### config.mk
export PLATFORM = sky130hd
export DESIGN_NAME = gpio_pin_regs
export DESIGN_NICKNAME = d
export VERILOG_FILES = /design/src/rtl/gpio_pkg.sv /design/src/rtl/gpio_regfile.sv /design/src/rtl/gpio_sclk_edge.sv /design/src/rtl/gpio_readmux.sv /design/src/rtl/gpio_pin_regs.sv
export SDC_FILE = /design/constraint.sdc
export NUM_CORES = 2
export LEC_CHECK = 0
export BUFFER_PORTS_ARGS = -buffer_cell sky130_fd_sc_hd__buf_4
export CAP_MARGIN = 30
export CORE_UTILIZATION = 45
export CTS_CLUSTER_SIZE = 10
export DETAILED_ROUTE_END_ITERATION = 16
export GPL_TIMING_DRIVEN = 1
export PLACE_DENSITY_LB_ADDON = 0.3
export REMOVE_ABC_BUFFERS = 1
export SYNTH_ARGS = -nofsm -noshare
export SYNTH_HDL_FRONTEND = slang
export SYNTH_SLANG_ARGS = --single-unit
### constraint.sdc
create_clock -name clk -period 2.1 [get_ports clk]
set_clock_uncertainty 0.15 [all_clocks]
set_input_delay 0 -clock clk [delete_from_list [all_inputs] [get_ports clk]]
set_output_delay 0 -clock clk [all_outputs]
set_load 0.02 [all_outputs]
### src/rtl/gpio_pkg.sv
package gpio_pkg;
    localparam int DATA_W    = 32;
    localparam int ADDR_W    = 7;
    localparam int WIN_BYTES = 92;
    localparam int NWORDS    = WIN_BYTES / 4;
    localparam int IDX_W     = ADDR_W - 2;

    // word indices whose roles are fixed
    localparam int A_OUT = 0;
    localparam int A_IN  = 1;
    localparam int A_OE  = 2;
    localparam int D_OUT = 16;
    localparam int D_IN  = 17;
    localparam int D_OE  = 18;

    // bit positions with a fixed meaning
    localparam int RDY_BIT  = 7;
    localparam int ALE_BIT  = 6;
    localparam int CLE_BIT  = 5;
    localparam int CE_BIT   = 4;
    localparam int SCLK_BIT = 1;
    localparam int SDAT_BIT = 4;
    localparam int MISO_BIT = 4;

    localparam logic [1:0] SZ_WORD = 2'd2;

    typedef struct packed {
        logic pulse;
        logic rise;
        logic dat;
    } sclk_evt_t;

    function automatic logic is_din(int i);
        return (i == A_IN) || (i == D_IN);
    endfunction

    function automatic logic access_ok(logic [ADDR_W-1:0] a, logic [1:0] sz);
        return (sz == SZ_WORD) && (int'(a) < WIN_BYTES);
    endfunction
endpackage

### src/rtl/gpio_regfile.sv
module gpio_regfile
    import gpio_pkg::*;
(
    input  logic                          clk,
    input  logic                          rst,
    input  logic [NWORDS-1:0]             we,
    input  logic [DATA_W-1:0]             wdata,
    output logic [NWORDS-1:0][DATA_W-1:0] regs
);
    for (genvar w = 0; w < NWORDS; w++) begin : g_word
        if (is_din(w)) begin : g_view
            assign regs[w] = '0;
        end else begin : g_store
            logic [DATA_W-1:0] q;
            always_ff @(posedge clk) begin
                if (rst)        q <= '0;
                else if (we[w]) q <= wdata;
            end
            assign regs[w] = q;

            a_r2_store: assert property (@(posedge clk) disable iff (rst)
                we[w] |=> regs[w] == $past(wdata));
            a_r8_hold: assert property (@(posedge clk) disable iff (rst)
                !we[w] |=> $stable(regs[w]));
        end
    end
endmodule

### src/rtl/gpio_sclk_edge.sv
module gpio_sclk_edge
    import gpio_pkg::*;
(
    input  logic              clk,
    input  logic              rst,
    input  logic              wr_dout,
    input  logic              prev_sclk,
    input  logic [DATA_W-1:0] wdata,
    output sclk_evt_t         evt
);
    always_ff @(posedge clk) begin
        if (rst) begin
            evt <= '0;
        end else begin
            evt.pulse <= wr_dout && (wdata[SCLK_BIT] != prev_sclk);
            if (wr_dout) begin
                evt.rise <= wdata[SCLK_BIT];
                evt.dat  <= wdata[SDAT_BIT];
            end
        end
    end

    a_r7_pulse_src: assert property (@(posedge clk) disable iff (rst)
        evt.pulse |-> $past(wr_dout));
    a_r6_same_level: assert property (@(posedge clk) disable iff (rst)
        (wr_dout && wdata[SCLK_BIT] == prev_sclk) |=> !evt.pulse);
endmodule

### src/rtl/gpio_readmux.sv
module gpio_readmux
    import gpio_pkg::*;
(
    input  logic                          clk,
    input  logic                          rst,
    input  logic                          rd_req,
    input  logic                          ok,
    input  logic [IDX_W-1:0]              idx,
    input  logic [NWORDS-1:0][DATA_W-1:0] regs,
    input  logic                          flash_ready,
    input  logic                          sensor_miso,
    output logic [DATA_W-1:0]             rdata,
    output logic                          rvalid
);
    logic [DATA_W-1:0] a_view, d_view, sel;

    always_comb begin
        a_view = regs[A_OUT] & regs[A_OE];
        a_view[RDY_BIT] = a_view[RDY_BIT] | flash_ready;
        d_view = regs[D_OUT] & regs[D_OE];
        d_view[MISO_BIT] = d_view[MISO_BIT] | sensor_miso;
        if (!ok)                        sel = '0;
        else if (int'(idx) == A_IN)     sel = a_view;
        else if (int'(idx) == D_IN)     sel = d_view;
        else                            sel = regs[idx];
    end

    always_ff @(posedge clk) begin
        if (rst) begin
            rdata  <= '0;
            rvalid <= 1'b0;
        end else begin
            rvalid <= rd_req;
            if (rd_req) rdata <= sel;
        end
    end

    a_r11_rvalid: assert property (@(posedge clk) disable iff (rst)
        rd_req |=> rvalid);
    a_r9_oob_zero: assert property (@(posedge clk) disable iff (rst)
        (rd_req && !ok) |=> rdata == '0);
    a_r3_ready_bit: assert property (@(posedge clk) disable iff (rst)
        (rd_req && ok && int'(idx) == A_IN && flash_ready) |=> rdata[RDY_BIT]);
    a_r4_miso_bit: assert property (@(posedge clk) disable iff (rst)
        (rd_req && ok && int'(idx) == D_IN && sensor_miso) |=> rdata[MISO_BIT]);
endmodule

### src/rtl/gpio_pin_regs.sv
module gpio_pin_regs
    import gpio_pkg::*;
(
    input  logic              clk,
    input  logic              rst,
    input  logic              bus_valid,
    input  logic              bus_write,
    input  logic [ADDR_W-1:0] bus_addr,
    input  logic [1:0]        bus_size,
    input  logic [DATA_W-1:0] bus_wdata,
    output logic [DATA_W-1:0] bus_rdata,
    output logic              bus_rvalid,
    input  logic              flash_ready,
    input  logic              sensor_miso,
    output logic              flash_ale,
    output logic              flash_cle,
    output logic              flash_ce,
    output logic              sclk_evt,
    output logic              sclk_rise,
    output logic              sclk_dat
);
    logic                          ok;
    logic                          wr_ok;
    logic [IDX_W-1:0]              idx;
    logic [NWORDS-1:0]             we;
    logic [NWORDS-1:0][DATA_W-1:0] regs;
    sclk_evt_t                     evt;

    assign ok    = bus_valid && access_ok(bus_addr, bus_size);
    assign wr_ok = ok && bus_write;
    assign idx   = bus_addr[ADDR_W-1:2];

    for (genvar w = 0; w < NWORDS; w++) begin : g_we
        assign we[w] = wr_ok && (idx == IDX_W'(w)) && !is_din(w);
    end

    gpio_regfile u_rf (
        .clk   (clk),
        .rst   (rst),
        .we    (we),
        .wdata (bus_wdata),
        .regs  (regs)
    );

    gpio_sclk_edge u_edge (
        .clk       (clk),
        .rst       (rst),
        .wr_dout   (we[D_OUT]),
        .prev_sclk (regs[D_OUT][SCLK_BIT]),
        .wdata     (bus_wdata),
        .evt       (evt)
    );

    gpio_readmux u_rd (
        .clk         (clk),
        .rst         (rst),
        .rd_req      (bus_valid && !bus_write),
        .ok          (ok),
        .idx         (idx),
        .regs        (regs),
        .flash_ready (flash_ready),
        .sensor_miso (sensor_miso),
        .rdata       (bus_rdata),
        .rvalid      (bus_rvalid)
    );

    assign flash_ale = regs[A_OUT][ALE_BIT];
    assign flash_cle = regs[A_OUT][CLE_BIT];
    assign flash_ce  = regs[A_OUT][CE_BIT];
    assign sclk_evt  = evt.pulse;
    assign sclk_rise = evt.rise;
    assign sclk_dat  = evt.dat;

    a_r5_strobes: assert property (@(posedge clk) disable iff (rst)
        we[A_OUT] |=> (flash_ale == $past(bus_wdata[ALE_BIT])) &&
                      (flash_cle == $past(bus_wdata[CLE_BIT])) &&
                      (flash_ce  == $past(bus_wdata[CE_BIT])));
    a_r7_level: assert property (@(posedge clk) disable iff (rst)
        sclk_evt |-> sclk_rise == regs[D_OUT][SCLK_BIT]);
    a_r10_size: assert property (@(posedge clk) disable iff (rst)
        (bus_valid && bus_size != SZ_WORD) |-> (we == '0));
endmodule

==> load_flow_metrics.sql <==
INSERT INTO impl_metrics (metric_group, metric, value, unit) VALUES
('timing', 'grt_setup_unrepaired', 'false', ''),
('route', 'route.final.wire_length', '104.4', 'mm'),
('power_and_ir_drop', 'pwrdens', '767.1', 'nW/um^2'),
('logic_synthesis', 'syn_inst', '3826', ''),
('grt', 'grt-ovfl-total', '0', ''),
('clock_tree', 'clk_sink_count', '706', ''),
('finish', 'final_layout_size_suffix_gt1_share', '13.44', '%'),
('logic_synthesis', 'ys_dominant_reg_cell', 'sky130_fd_sc_hd__dfxtp_1', ''),
('grt', 'grt_use_total', '29.28', '%'),
('worst_setup_path', 'r2r.worst_path.cells', '4', ''),
('route', 'antenna_violating_nets_post_route', '0', ''),
('place', 'place_congestion', '0.8972', ''),
('logic_synthesis', 'area_share_of_fa_ha_maj_cells_after_synthesis', '0', '%'),
('power_and_ir_drop', 'total_power_after_layout', '0.02764', 'W'),
('finish', 'layout_commonest_cell', 'sky130_fd_sc_hd__nand2_1', ''),
('worst_setup_path', 'data_arrival_time_of_the_worst_path', '2.42', 'ns'),
('timing', 'maximum_operating_frequency', '478.3', 'MHz'),
('clock_tree', 'cts-root-buf', 'sky130_fd_sc_hd__clkbuf_16', ''),
('clock_tree', 'tritoncts_buffers', '81', ''),
('logic_synthesis', 'synth_mux_area_share', '10.72', '%'),
('worst_setup_path', 'worstPathRequired', '2.43', 'ns'),
('timing', 'max-slew-margin-rel', '44.08', '%'),
('logic_synthesis', 'synth.cell_area', '30970', 'um^2'),
('logic_synthesis', 'yosys_warnings', '0', ''),
('timing', 'setup_viol', '0', ''),
('grt', 'vias_in_the_first_global_route', '25970', ''),
('hold_path', 'min_path_type', 'in -> reg', ''),
('timing', 'total_negative_slack', '0', 'ns'),
('worst_setup_path', 'cell_depth_of_the_worst_setup_path', '9', ''),
('logic_synthesis', 'synth-edff-count', '0', ''),
('timing', 'period_share', '99.57', '%'),
('route', 'drt_first_pass_iters', '5', ''),
('logic_synthesis', 'synth.yosys.seq_area_share', '45.63', '%'),
('floorplanning', 'start_util', '45.80', '%'),
('route', 'wl_per_cell', '21.95', 'um'),
('logic_synthesis', 'simple_logic_cell_fraction_of_the_synthesized_area', '20.27', '%'),
('timing', 'timing_worst_slew_pin_value', '0.8388', 'ns'),
('floorplanning', 'design.portCount', '86', ''),
('floorplanning', 'fp.dieH', '264.4', 'um'),
('clock_tree', 'clk-insertion-delay-late', '0.63', 'ns'),
('worst_setup_path', 'cp_cell_sequence', 'buf_4 -> dlygate4sd3_1 -> inv_1 -> buf_4 -> nor2_2 -> buf_12 -> a22o_1 -> a211oi_1 -> o32ai_1', ''),
('worst_setup_path', 'timing.setup.critical_path_class', 'in -> reg', ''),
('finish', 'synthToLayoutAreaGrowth', '16.32', '%'),
('hold_path', 'hold_path_startpoint', 'bus_size[1]', ''),
('worst_setup_path', 'setup.worst_path.end_class', 'flop', ''),
('worst_setup_path', 'cp_startpoint_kind', 'primary input', ''),
('logic_synthesis', 'ys_seq_elements', '706', ''),
('clock_tree', 'worst_setup_hold_path_clk_slew', '0.06', 'ns'),
('clock_tree', 'tritoncts', 'built', ''),
('worst_setup_path', 'start_of_the_worst_register_to_register_path', 'u_rf.g_word[15].g_store.q[31]', ''),
('worst_setup_path', 'timing.critical_path.buf_inv', '5', ''),
('route', 'drc', '0', ''),
('worst_setup_path', 'critical_path.top_delay_family', 'buffers and inverters', ''),
('logic_synthesis', 'unique_cell_type_count_in_the_yosys_netlist', '68', ''),
('floorplanning', 'die_width', '264.4', 'um'),
('timing', 'final.min_clock_period', '2.091', 'ns'),
('route', 'detail_route.vias_per_cell', '5.877', ''),
('place', 'dpl.hpwl', '64.38', 'mm'),
('worst_setup_path', 'worstPathMaxFanout', '29', ''),
('logic_synthesis', 'synth-async-reset-ratio', '0', '%'),
('finish', 'number_of_diodes', '0', ''),
('timing', 'timing.final.hold_violations', '0', ''),
('worst_setup_path', 'timing.reg2reg.setup_slack', '0.15', 'ns'),
('floorplanning', 'dieArea', '69880', 'um^2'),
('route', 'routed-via-count', '27960', ''),
('logic_synthesis', 'synth-xor-area-share', '0.02828', '%'),
('finish', 'fill_cells', '6162', ''),
('status', 'run_status', 'complete, no violations', ''),
('power_and_ir_drop', 'power.leakage', '12.01', 'nW'),
('worst_setup_path', 'path_common_cell', 'sky130_fd_sc_hd__buf_4', ''),
('grt', 'initial_antenna_violation_count', '2', '');
==> sequential cells by signal, indices dropped and copies added (netlist names) <==
name / cells
u_edge.evt: 1
u_rd.rdata: 32
u_rd.rvalid: 1
u_rf.g_word.g_store.q: 672
==> per-stage QoR <==
stage,setup slack (ns),cell area [um^2]
CTS,0.01473,35990
detailed placement,-0.1071,33320
floorplan,-1.091,29230
global route,0.0001485,36030
finish,0.009078,36030
global placement,-0.1364,33320
==> power breakdown <==
part	leakage, nW	internal [W]	switching (W)	total, W
registers	5.68	0.0134	0.0000153	0.0134
clock network	1.07	0.00702	0.00540	0.0124
logic	5.25	0.000574	0.00121	0.00178
total	12.0	0.0210	0.00663	0.0276
==> synth_stat cells, drive strengths merged (7+ instances only) <==
cell type,instances,area [um^2]
o221ai,8,70.07
a22oi,49,367.9
a22o,16,140.1
a21oi,698,3493
o22ai,24,150.1
a211oi,17,127.6
nand2,1356,5092
nand3,46,230.2
mux2i,128,1281
a211o,10,87.58
nor2b,7,43.79
clkbuf,223,838.3
a31oi,15,93.84
mux4,80,1802
nor3,25,290.3
o2bb2ai,8,70.07
nand2b,17,108.9
dfxtp,706,14130
a221oi,15,131.4
mux2,21,236.5
buf,146,905.9
o32ai,14,137.6
nor2,56,217.7
o21ai,79,395.4
==> layer usage <==
layer  vias up  track usage (%)  wire [um]
li1      13040                -          -
met3       183            5.314       9847
met5         -                0         13
met2      1342            45.54      47170
met1     13390            40.93      44450
met4         2            9.789       2910
==> worst register-to-register path, cell delays in order (launching register included) <==
cell and delay [ns]:
sky130_fd_sc_hd__dfxtp_1 0.30, sky130_fd_sc_hd__mux4_2 0.46, sky130_fd_sc_hd__a22o_1 0.24, sky130_fd_sc_hd__a211oi_1 0.52, sky130_fd_sc_hd__o32ai_1 0.14
==> cells by family (layout without fill, tap and decap cells) <==
group | count (synthesis) | after routing
compound gates | 977 | 977
xor+xnor | 1 | 1
buf+inv | 373 | 431
flops | 706 | 706
mux | 229 | 229
simple gates | 1540 | 1540
==> repair_timing <==
action,4_1_cts,5_1_grt
hold buffers,49,0
endpoints found under the setup margin,0,9
buffers inserted,0,3
endpoints found under the hold margin,704,0
gates resized for setup,0,4
==> worst min path at each step <==
stage	end	slack, ns	depth (start not counted)
3_5_place_dp	u_rf.g_word[18].g_store.q[31]	0.16	2
4_1_cts	u_rd.rdata[27]	0.05	5
2_1_floorplan	u_rf.g_word[0].g_store.q[0]	-0.08	1
3_3_place_gp	u_rf.g_word[18].g_store.q[31]	0.15	2
5_1_grt	u_rf.g_word[18].g_store.q[13]	0.08	7
6_report	u_rf.g_word[18].g_store.q[22]	0.07	7
==> final cells by class <==
| cell class | instances | area, um^2 | share of cell area (%) |
|---|---|---|---|
| clock inverters | 7 | 83.83 | 0.2327 |
| clock buffers | 88 | 2096 | 5.817 |
| multi-input cells | 2747 | 15180 | 42.13 |
| repair buffers | 332 | 3428 | 9.515 |
| well taps | 873 | 1092 | 3.032 |
| flip-flops and latches | 706 | 14130 | 39.23 |
| inverters | 4 | 15.01 | 0.04167 |
Power figures use the tool's default switching activity.
